File: config.mk
export PLATFORM = sky130hd
export DESIGN_NAME = rdp_gate
export DESIGN_NICKNAME = d
export VERILOG_FILES = /design/src/rtl/rdp_pkg.sv /design/src/rtl/rdp_level_decode.sv /design/src/rtl/rdp_ctx_track.sv /design/src/rtl/rdp_access_policy.sv /design/src/rtl/rdp_gate.sv
export SDC_FILE = /design/constraint.sdc
export NUM_CORES = 1
export LEC_CHECK = 0
export ABC_AREA = 0
export BUFFER_PORTS_ARGS = -buffer_cell sky130_fd_sc_hd__buf_2
export CORE_UTILIZATION = 36
export CTS_CLUSTER_DIAMETER = 120
export CTS_CLUSTER_SIZE = 10
export DETAILED_ROUTE_END_ITERATION = 6
export PLACE_DENSITY = 0.71
export SYNTH_ARGS = -nofsm -noshare
export SYNTH_HDL_FRONTEND = slang
export SYNTH_HIERARCHICAL = 1
export SYNTH_SLANG_ARGS = --single-unit
export TNS_END_PERCENT = 1
File: constraint.sdc
create_clock -name clk -period 1.3 [get_ports clk]
set_clock_uncertainty 0.05 [all_clocks]
set_input_delay 0.26 -clock clk [delete_from_list [all_inputs] [get_ports clk]]
set_output_delay 0.26 -clock clk [all_outputs]
set_load 0.02 [all_outputs]
File: src/rtl/rdp_pkg.sv
package rdp_pkg;

    typedef enum logic [1:0] {
        LVL_OPEN  = 2'd0,
        LVL_GUARD = 2'd1,
        LVL_LOCK  = 2'd2
    } rdp_level_e;

    localparam int REGION_W = 3;
    localparam int KIND_W   = 2;
    localparam int BOOT_W   = 2;

    localparam logic [BOOT_W-1:0] BOOT_FLASH  = 2'd0;
    localparam logic [BOOT_W-1:0] BOOT_RAM    = 2'd1;
    localparam logic [BOOT_W-1:0] BOOT_SYSLDR = 2'd2;

    localparam logic [REGION_W-1:0] RGN_FLASH  = 3'd0;
    localparam logic [REGION_W-1:0] RGN_EEPROM = 3'd1;
    localparam logic [REGION_W-1:0] RGN_BACKUP = 3'd2;
    localparam logic [REGION_W-1:0] RGN_OPTION = 3'd3;
    localparam logic [REGION_W-1:0] RGN_SYSMEM = 3'd4;

    localparam logic [KIND_W-1:0] KIND_READ  = 2'd0;
    localparam logic [KIND_W-1:0] KIND_WRITE = 2'd1;
    localparam logic [KIND_W-1:0] KIND_FETCH = 2'd2;
    localparam logic [KIND_W-1:0] KIND_BAD   = 2'd3;

    typedef struct packed {
        rdp_level_e        level;
        logic [BOOT_W-1:0] boot;
        logic              dbg_seen;
    } rdp_ctx_t;

endpackage

File: src/rtl/rdp_level_decode.sv
module rdp_level_decode
    import rdp_pkg::*;
#(
    parameter int                BYTE_W    = 8,
    parameter logic [BYTE_W-1:0] OPEN_CODE = 8'hAA,
    parameter logic [BYTE_W-1:0] LOCK_CODE = 8'hCC
) (
    input  logic [BYTE_W-1:0] byte_i,
    output rdp_level_e        level_o
);

    // Any byte other than the two exact codes lands on the guarded level.
    always_comb begin
        if (byte_i == LOCK_CODE) begin
            level_o = LVL_LOCK;
        end else if (byte_i == OPEN_CODE) begin
            level_o = LVL_OPEN;
        end else begin
            level_o = LVL_GUARD;
        end
    end

endmodule

File: src/rtl/rdp_ctx_track.sv
module rdp_ctx_track
    import rdp_pkg::*;
(
    input  logic              clk,
    input  logic              rst_n,
    input  rdp_level_e        load_level_i,
    input  logic              opt_reload_i,
    input  logic [BOOT_W-1:0] boot_req_i,
    input  logic              dbg_attach_i,
    output rdp_ctx_t          ctx_o
);

    rdp_ctx_t ctx_d, ctx_q;

    always_comb begin
        ctx_d = ctx_q;
        if (!rst_n) begin
            ctx_d.level    = load_level_i;
            ctx_d.dbg_seen = 1'b0;
            if (load_level_i == LVL_LOCK || boot_req_i == 2'd3) begin
                ctx_d.boot = BOOT_FLASH;
            end else begin
                ctx_d.boot = boot_req_i;
            end
        end else if (opt_reload_i) begin
            // A locked part stays locked; the option bytes cannot change.
            ctx_d.level    = (ctx_q.level == LVL_LOCK) ? LVL_LOCK : load_level_i;
            ctx_d.dbg_seen = 1'b0;
            if (ctx_d.level == LVL_LOCK) begin
                ctx_d.boot = BOOT_FLASH;
            end
        end else if (ctx_q.level != LVL_LOCK && dbg_attach_i) begin
            ctx_d.dbg_seen = 1'b1;
        end
    end

    always_ff @(posedge clk) begin
        ctx_q <= ctx_d;
    end

    assign ctx_o = ctx_q;

endmodule

File: src/rtl/rdp_access_policy.sv
module rdp_access_policy
    import rdp_pkg::*;
(
    input  rdp_ctx_t            ctx_i,
    input  logic                dbg_live_i,
    input  logic [REGION_W-1:0] region_i,
    input  logic [KIND_W-1:0]   kind_i,
    output logic                grant_o
);

    logic closed;
    logic is_write;
    logic region_ok;

    always_comb begin
        closed   = (ctx_i.level == LVL_GUARD) &&
                   (ctx_i.dbg_seen || dbg_live_i || ctx_i.boot != BOOT_FLASH);
        is_write = (kind_i == KIND_WRITE);
        case (region_i)
            RGN_FLASH,
            RGN_EEPROM: region_ok = !closed;
            RGN_BACKUP: region_ok = is_write || !closed;
            RGN_OPTION: region_ok = !(ctx_i.level == LVL_LOCK && is_write);
            RGN_SYSMEM: region_ok = !is_write;
            default:    region_ok = 1'b0;
        endcase
        grant_o = region_ok && (kind_i != KIND_BAD);
    end

endmodule

File: src/rtl/rdp_gate.sv
module rdp_gate
    import rdp_pkg::*;
#(
    parameter int                MASTER_W  = 2,
    parameter int                BYTE_W    = 8,
    parameter logic [BYTE_W-1:0] OPEN_CODE = 8'hAA,
    parameter logic [BYTE_W-1:0] LOCK_CODE = 8'hCC
) (
    input  logic                clk,
    input  logic                rst_n,
    input  logic [BYTE_W-1:0]   opt_byte_i,
    input  logic                opt_reload_i,
    input  logic [1:0]          boot_req_i,
    input  logic                dbg_attach_i,
    input  logic                req_valid_i,
    input  logic [MASTER_W-1:0] req_master_i,
    input  logic [2:0]          req_region_i,
    input  logic [1:0]          req_kind_i,
    output logic                rsp_valid_o,
    output logic                rsp_grant_o,
    output logic                rsp_err_o,
    output logic [MASTER_W-1:0] rsp_master_o,
    output logic                dbg_en_o,
    output logic [1:0]          boot_sel_o
);

    typedef struct packed {
        logic                valid;
        logic                grant;
        logic [MASTER_W-1:0] master;
    } rsp_t;

    rdp_level_e load_level;
    rdp_ctx_t   ctx;
    logic       pol_grant;
    logic       dbg_live;
    rsp_t       rsp_d, rsp_q;

    rdp_level_decode #(
        .BYTE_W    (BYTE_W),
        .OPEN_CODE (OPEN_CODE),
        .LOCK_CODE (LOCK_CODE)
    ) u_decode (
        .byte_i  (opt_byte_i),
        .level_o (load_level)
    );

    rdp_ctx_track u_ctx (
        .clk          (clk),
        .rst_n        (rst_n),
        .load_level_i (load_level),
        .opt_reload_i (opt_reload_i),
        .boot_req_i   (boot_req_i),
        .dbg_attach_i (dbg_attach_i),
        .ctx_o        (ctx)
    );

    // A locked part has no debug port, so a probe there changes nothing.
    assign dbg_live = dbg_attach_i && (ctx.level != LVL_LOCK);

    rdp_access_policy u_policy (
        .ctx_i      (ctx),
        .dbg_live_i (dbg_live),
        .region_i   (req_region_i),
        .kind_i     (req_kind_i),
        .grant_o    (pol_grant)
    );

    always_comb begin
        rsp_d = '0;
        if (rst_n && req_valid_i) begin
            rsp_d.valid  = 1'b1;
            rsp_d.grant  = pol_grant;
            rsp_d.master = req_master_i;
        end
    end

    always_ff @(posedge clk) begin
        rsp_q <= rsp_d;
    end

    assign rsp_valid_o  = rsp_q.valid;
    assign rsp_grant_o  = rsp_q.valid && rsp_q.grant;
    assign rsp_err_o    = rsp_q.valid && !rsp_q.grant;
    assign rsp_master_o = rsp_q.master;
    assign dbg_en_o     = (ctx.level != LVL_LOCK);
    assign boot_sel_o   = ctx.boot;

endmodule

== Word-level counts from Yosys, hierarchy flattened ==
Index checks and enable logic that the tools add are counted.
W data, S select, Z words.

* Eq/ne operators: 16
* Muxes and demuxes: 11
* Bitwise operators: 1
* Reduce and logical (&&, ||, !) cells: 20

{| class="wikitable"
|+ Operators by type and width
! operator !! number
|-
| $eq A8 B8 Y1 const B || 2
|-
| $eq A2 B2 Y1 const B || 4
|-
| $mux W2 || 4
|-
| $mux W4 || 2
|-
| $logic_and A1 B1 Y1 || 7
|-
| $eq A3 B2 Y1 const B || 2
|-
| $mux W5 || 1
|-
| $eq A2 B1 Y1 const B || 2
|-
| $logic_not A1 Y1 || 4
|-
| $logic_or A1 B1 Y1 || 4
|-
| $ne A2 B1 Y1 const B || 2
|-
| $ne A2 B2 Y1 const B || 2
|-
| $pmux W1 S4 || 1
|-
| $reduce_or A2 Y1 || 2
|-
| $eq A3 B1 Y1 const B || 1
|-
| $eq A3 B3 Y1 const B || 1
|-
| $logic_not A3 Y1 || 1
|-
| $mux W1 || 3
|-
| $reduce_and A2 Y1 || 1
|-
| $reduce_bool A2 Y1 || 1
|-
| $not A1 Y1 || 1
|}

* Register bits: 9
* Bits of input ports: 22
* Logic and storage cells: 54

== Longest topological paths before layout ==
* Word-level depth: 10
* Mapped depth: 6
* Gate-level depth less buffers: 6

== Cells and area by module ==
Netlist, hierarchy kept.

{| class="wikitable"
|+ Modules (own cells, without submodules)
! module !! times used !! cells an instance !! area an instance (um2)
|-
| rdp_ctx_track || 1 || 17 || 224.0
|-
| rdp_gate || 1 || 14 || 155.1
|-
| rdp_access_policy || 1 || 12 || 72.6
|-
| rdp_level_decode || 1 || 5 || 48.8
|}

== Worst setup path after synthesis ==
Ideal clock, no wire load.

* Kind: register -> register
* From: reg u_ctx.ctx_q, in the netlist u_ctx/ctx_o[3]
* To: reg rsp_q[2] (netlist name)
* Library setup time: 0.059 ns
* Data arrival time: 1.356 ns
* Slack: -0.166 ns
* Cell stages (with the launch flop): 7
* Path buffers: 0
* Period minus slack after synthesis: 1.466 ns
* Path through: edfxtp_1 nand2b_4 and2_4 nor4_1 o22ai_1 a21oi_1 and3_1

* Cells in the longest elaborated chain, start to end: 9
* Elaborated cells on any way between the ends: 13

{| class="wikitable"
|+ Ends and longest elaborated chain
! element !! RTL line !! text
|-
| start: declaration || rdp_ctx_track.sv:13 || <nowiki>rdp_ctx_t ctx_d, ctx_q;</nowiki>
|-
| start signal: assignment || rdp_ctx_track.sv:38 || <nowiki>ctx_q <= ctx_d;</nowiki>
|-
| $ne A2 B2 Y1 * || - ||
|-
| via dbg_en_o || rdp_gate.sv:23 || <nowiki>output logic dbg_en_o,</nowiki>
|-
| $logic_and A1 B1 Y1 * || rdp_gate.sv:59 || <nowiki>assign dbg_live = dbg_attach_i && (ctx.level != LVL_LOCK);</nowiki>
|-
| via dbg_live || rdp_gate.sv:36 || <nowiki>logic dbg_live;</nowiki>
|-
| $logic_or A1 B1 Y1 * (2 in series) || rdp_access_policy.sv:17 || <nowiki>(ctx_i.dbg_seen || dbg_live_i || ctx_i.boot != BOOT_FLASH);</nowiki>
|-
| $logic_and A1 B1 Y1 * || rdp_access_policy.sv:16 || <nowiki>closed = (ctx_i.level == LVL_GUARD) &&</nowiki>
|-
| $logic_not A1 Y1 * || rdp_access_policy.sv:21, rdp_access_policy.sv:22 ||
|-
| $logic_or A1 B1 Y1 || rdp_access_policy.sv:22 || <nowiki>RGN_BACKUP: region_ok = is_write || !closed;</nowiki>
|-
| $pmux W1 S4 * || rdp_access_policy.sv:19 || <nowiki>case (region_i)</nowiki>
|-
| $logic_and A1 B1 Y1 * || rdp_access_policy.sv:27 || <nowiki>grant_o = region_ok && (kind_i != KIND_BAD);</nowiki>
|-
| via pol_grant || rdp_gate.sv:35 || <nowiki>logic pol_grant;</nowiki>
|-
| end signal: assignment || rdp_gate.sv:79 || <nowiki>rsp_q <= rsp_d;</nowiki>
|-
| end: declaration || rdp_gate.sv:37 || <nowiki>rsp_t rsp_d, rsp_q;</nowiki>
|}

Mark *: on every way through the listed nets, which the timed path passes. The rest lies on a longest branch.
A chain may end at the register's enable or synchronous reset.

== Final worst setup path ==
* From: reg u_ctx.ctx_q, in the netlist u_ctx/ctx_o[4]
* To: reg rsp_q[2] (netlist name)

* Cells in the longest elaborated chain, start to end: 9
* Elaborated cells on any way between the ends: 13

{| class="wikitable"
|+ Ends and longest elaborated chain
! element !! RTL line
|-
| $ne A2 B2 Y1 || rdp_gate.sv:59
|-
| $logic_and A1 B1 Y1 || rdp_gate.sv:59
|-
| $logic_or A1 B1 Y1 (2 in series) || rdp_access_policy.sv:17
|-
| $logic_and A1 B1 Y1 || rdp_access_policy.sv:16
|-
| $logic_not A1 Y1 || rdp_access_policy.sv:21, rdp_access_policy.sv:22
|-
| $logic_or A1 B1 Y1 || rdp_access_policy.sv:22
|-
| $pmux W1 S4 * || rdp_access_policy.sv:19
|-
| $logic_and A1 B1 Y1 * || rdp_access_policy.sv:27
|-
| via pol_grant || rdp_gate.sv:35
|}

Marked as above.

==> impl_metrics.py <==
metrics = {
    "status": {
        "status": "finished, violations left",
        "violations": "setup timing",
    },
    "grt": {
        "grt_pass1_vias": 465,
        "gr-total-overflow": 0,
        "grt_start_max_net_pins": 11,
        "globalRouteTotalUtil_pct": 16.7,
        "grt_pass1_wl_mm": 1.70,
        "antenna_found_initial": 0,
    },
    "synthesis": {
        "ys_types": 29,
        "syn_inst": 48,
        "syn-num-nets": 70,
        "synth_area_um2": 500,
        "avgSynthCellArea_um2": 10.4,
        "synth_top_cell_by_area": "edfxtp_1",
        "synth_seq_cells": 9,
        "synth_area_leaders": "edfxtp_1 24%, dfxtp_1 20%, nor2b_1 6.3%",
        "yosysWarnings": 6,
        "seq_area_frac_synth_pct": 44.0,
        "synth_top_cell_area_share_pct": 24.0,
    },
    "drt": {
        "drc": 0,
        "viasPerCell": 4.92,
        "drt-initial-drc-count": 7,
        "firstDrtPassIters": 4,
        "wl_mm": 1.00,
        "via_count": 477,
        "antenna_left": 0,
        "routedWlPerCell_um": 10.3,
    },
    "finish": {
        "diodes": 0,
        "syn2layout_area_growth_pct": 44.2,
        "fin_util_pct": 55.5,
        "seq_area_um2": 220,
        "fin_area_um2": 722,
        "nNetsFinal": 105,
        "fillCellCount": 126,
        "final_cell_mix": "29 x buf_2, 5 x dfxtp_1, 4 x nor2b_1, 4 x edfxtp_1",
        "multi_input_area_um2": 289,
        "final_common_cell": "buf_2",
        "drive_gt1_share_pct": 52.4,
    },
    "clock_tree": {
        "path_clk_slew_ps": 60,
        "cts-buffers-inserted": 3,
        "clockBufferDepth": 2,
        "cts_sinks": 9,
        "cts.htree.levels": 1,
        "ctsHoldBuffers": 0,
        "clk_latency_ps": 250,
        "cts_root_buf": "clkbuf_4",
        "cts_tree": "built",
    },
    "placed_design": {
        "hpwl_um": 795,
        "placed_cell_area_um2": 671,
        "gp_congestion": 0.627,
        "port_buffers": 29,
    },
    "sta": {
        "setup_viol": 1,
        "rsz0062_at_grt": "yes",
        "worst_pin_slew_ps": 272,
        "fin_crit_sh_pct": 103,
        "final.setup.worst_slack_ps": -38.9,
        "slew_violations": 0,
        "final-hold-violation-count": 0,
        "finalCriticalPeriod_ps": 1340,
        "slew_headroom_pct": 81.6,
        "max_freq_mhz": 747,
    },
    "critical_path": {
        "end_kind": "flip-flop",
        "crit_type": "reg2reg",
        "timing.rr.end": "rsp_q[2]",
        "cp.arrival_ps": 1430,
        "start_kind": "flip-flop",
        "cp-endpoint": "rsp_q[2]",
        "critical_path_required_ps": 1390,
        "r2r_setup_slack_ps": -40,
        "rr_startpoint": "u_ctx/ctx_o[4]",
        "crit_start": "u_ctx/ctx_o[4]",
        "reg2reg_depth": 4,
        "critPathMaxFanout": 3,
    },
    "die": {
        "initial_utilization_pct": 38.5,
        "io_pins": 30,
        "rows": 13,
        "coreArea_um2": 1300,
        "die_x_um": 39.3,
        "die_h_um": 39.3,
        "dieArea_um2": 1540,
    },
    "power_and_ir_drop": {
        "power_density_nw_per_um2": 867,
        "p_leak_nw": 0.349,
        "ir_drop_uv": 365,
    },
    "job": {
        "max_cap_viol_count": 0,
    },
    "worst_hold_path": {
        "hp-start": "req_valid_i",
        "hold_path.class": "in2reg",
    },
}
area by class of cell:
cell class,instances,area share (%)
multi-input combinational,37,40.0
sequential,9,30.5
timing repair buffer,32,23.2
clock buffer,4,3.64
tap,15,2.60
cells by family after synthesis:
group	count (synthesis)	share of synthesized area, %
flip-flops	9	44.0
buffers and inverters	2	3.00
AND/OR/NAND/NOR	28	42.0
AO/OA/AOI/OAI	9	11.0
cell usage after synthesis (all sizes together):
master,number
nor2b,6
dfxtp,5
edfxtp,4
a21oi,3
and2,3
and3,3
nand2b,3
buf,2
nor4b,2
o21ai,2
a21boi,1
a21o,1
and2b,1
and4bb,1
nand2,1
nand3,1
nand4bb,1
nor2,1
nor3,1
nor3b,1
nor4,1
nor4bb,1
o21bai,1
o22ai,1
or3b,1
per-stage QoR:
step / total power [mW] / hold WS, ps / worst slack [ps] / setup TNS [ps] / cells
6_report: 0.626 / 196 / -38.9 / -38.9 / 97
3_3_place_gp: 0.419 / 431 / -135 / -659 / 92
3_5_place_dp: 0.422 / 437 / -155 / -745 / 92
4_1_cts: 0.635 / 185 / -64.6 / -64.6 / 97
2_1_floorplan: 0.371 / 332 / -103 / -103 / 48
5_1_grt: 0.660 / 196 / -126 / -323 / 97
layer usage:
metal  GRT usage [%]  up-vias  wire, um
met5               0        -         0
met4            10.3        0         0
met3            3.41        0        63
met2            32.1       19       562
met1            15.7      215       373
li1                -      243         -
sequential cells by signal (all words and copies together), names as in the netlist:
signal and cells:
rsp_master_o 2, rsp_q 1, rsp_valid_o 1, u_ctx/ctx_o 5
critical path, stage by stage (launching register included):
cell      delay, ps
edfxtp_1        440
or3b_1          390
o22ai_2         100
a21oi_1          80
and3_1          170
where the power goes:
part	switching, mW	internal, mW	total, mW
clock	0.0842	0.117	0.202
combinational	0.0500	0.0574	0.107
sequential	0.00876	0.308	0.317
what timing repair did:
action / CTS / global route
endpoints found under the setup margin: 2 / 5
gates resized for setup: 2 / 1
pin swaps: 5 / 0
buffers inserted: 1 / 0
hold endpoints to repair: 0 / 0
worst min-delay path by stage:
stage,end,slack (ps),cells past startpoint
2_1_floorplan,rsp_valid_o,330,1
5_1_grt,rsp_valid_o,200,2
4_1_cts,rsp_valid_o,180,2
3_3_place_gp,u_ctx/ctx_o[0],430,2
3_5_place_dp,u_ctx/ctx_o[0],440,2
6_report,rsp_valid_o,200,2
Note: power is estimated with default switching activity, not from simulation.
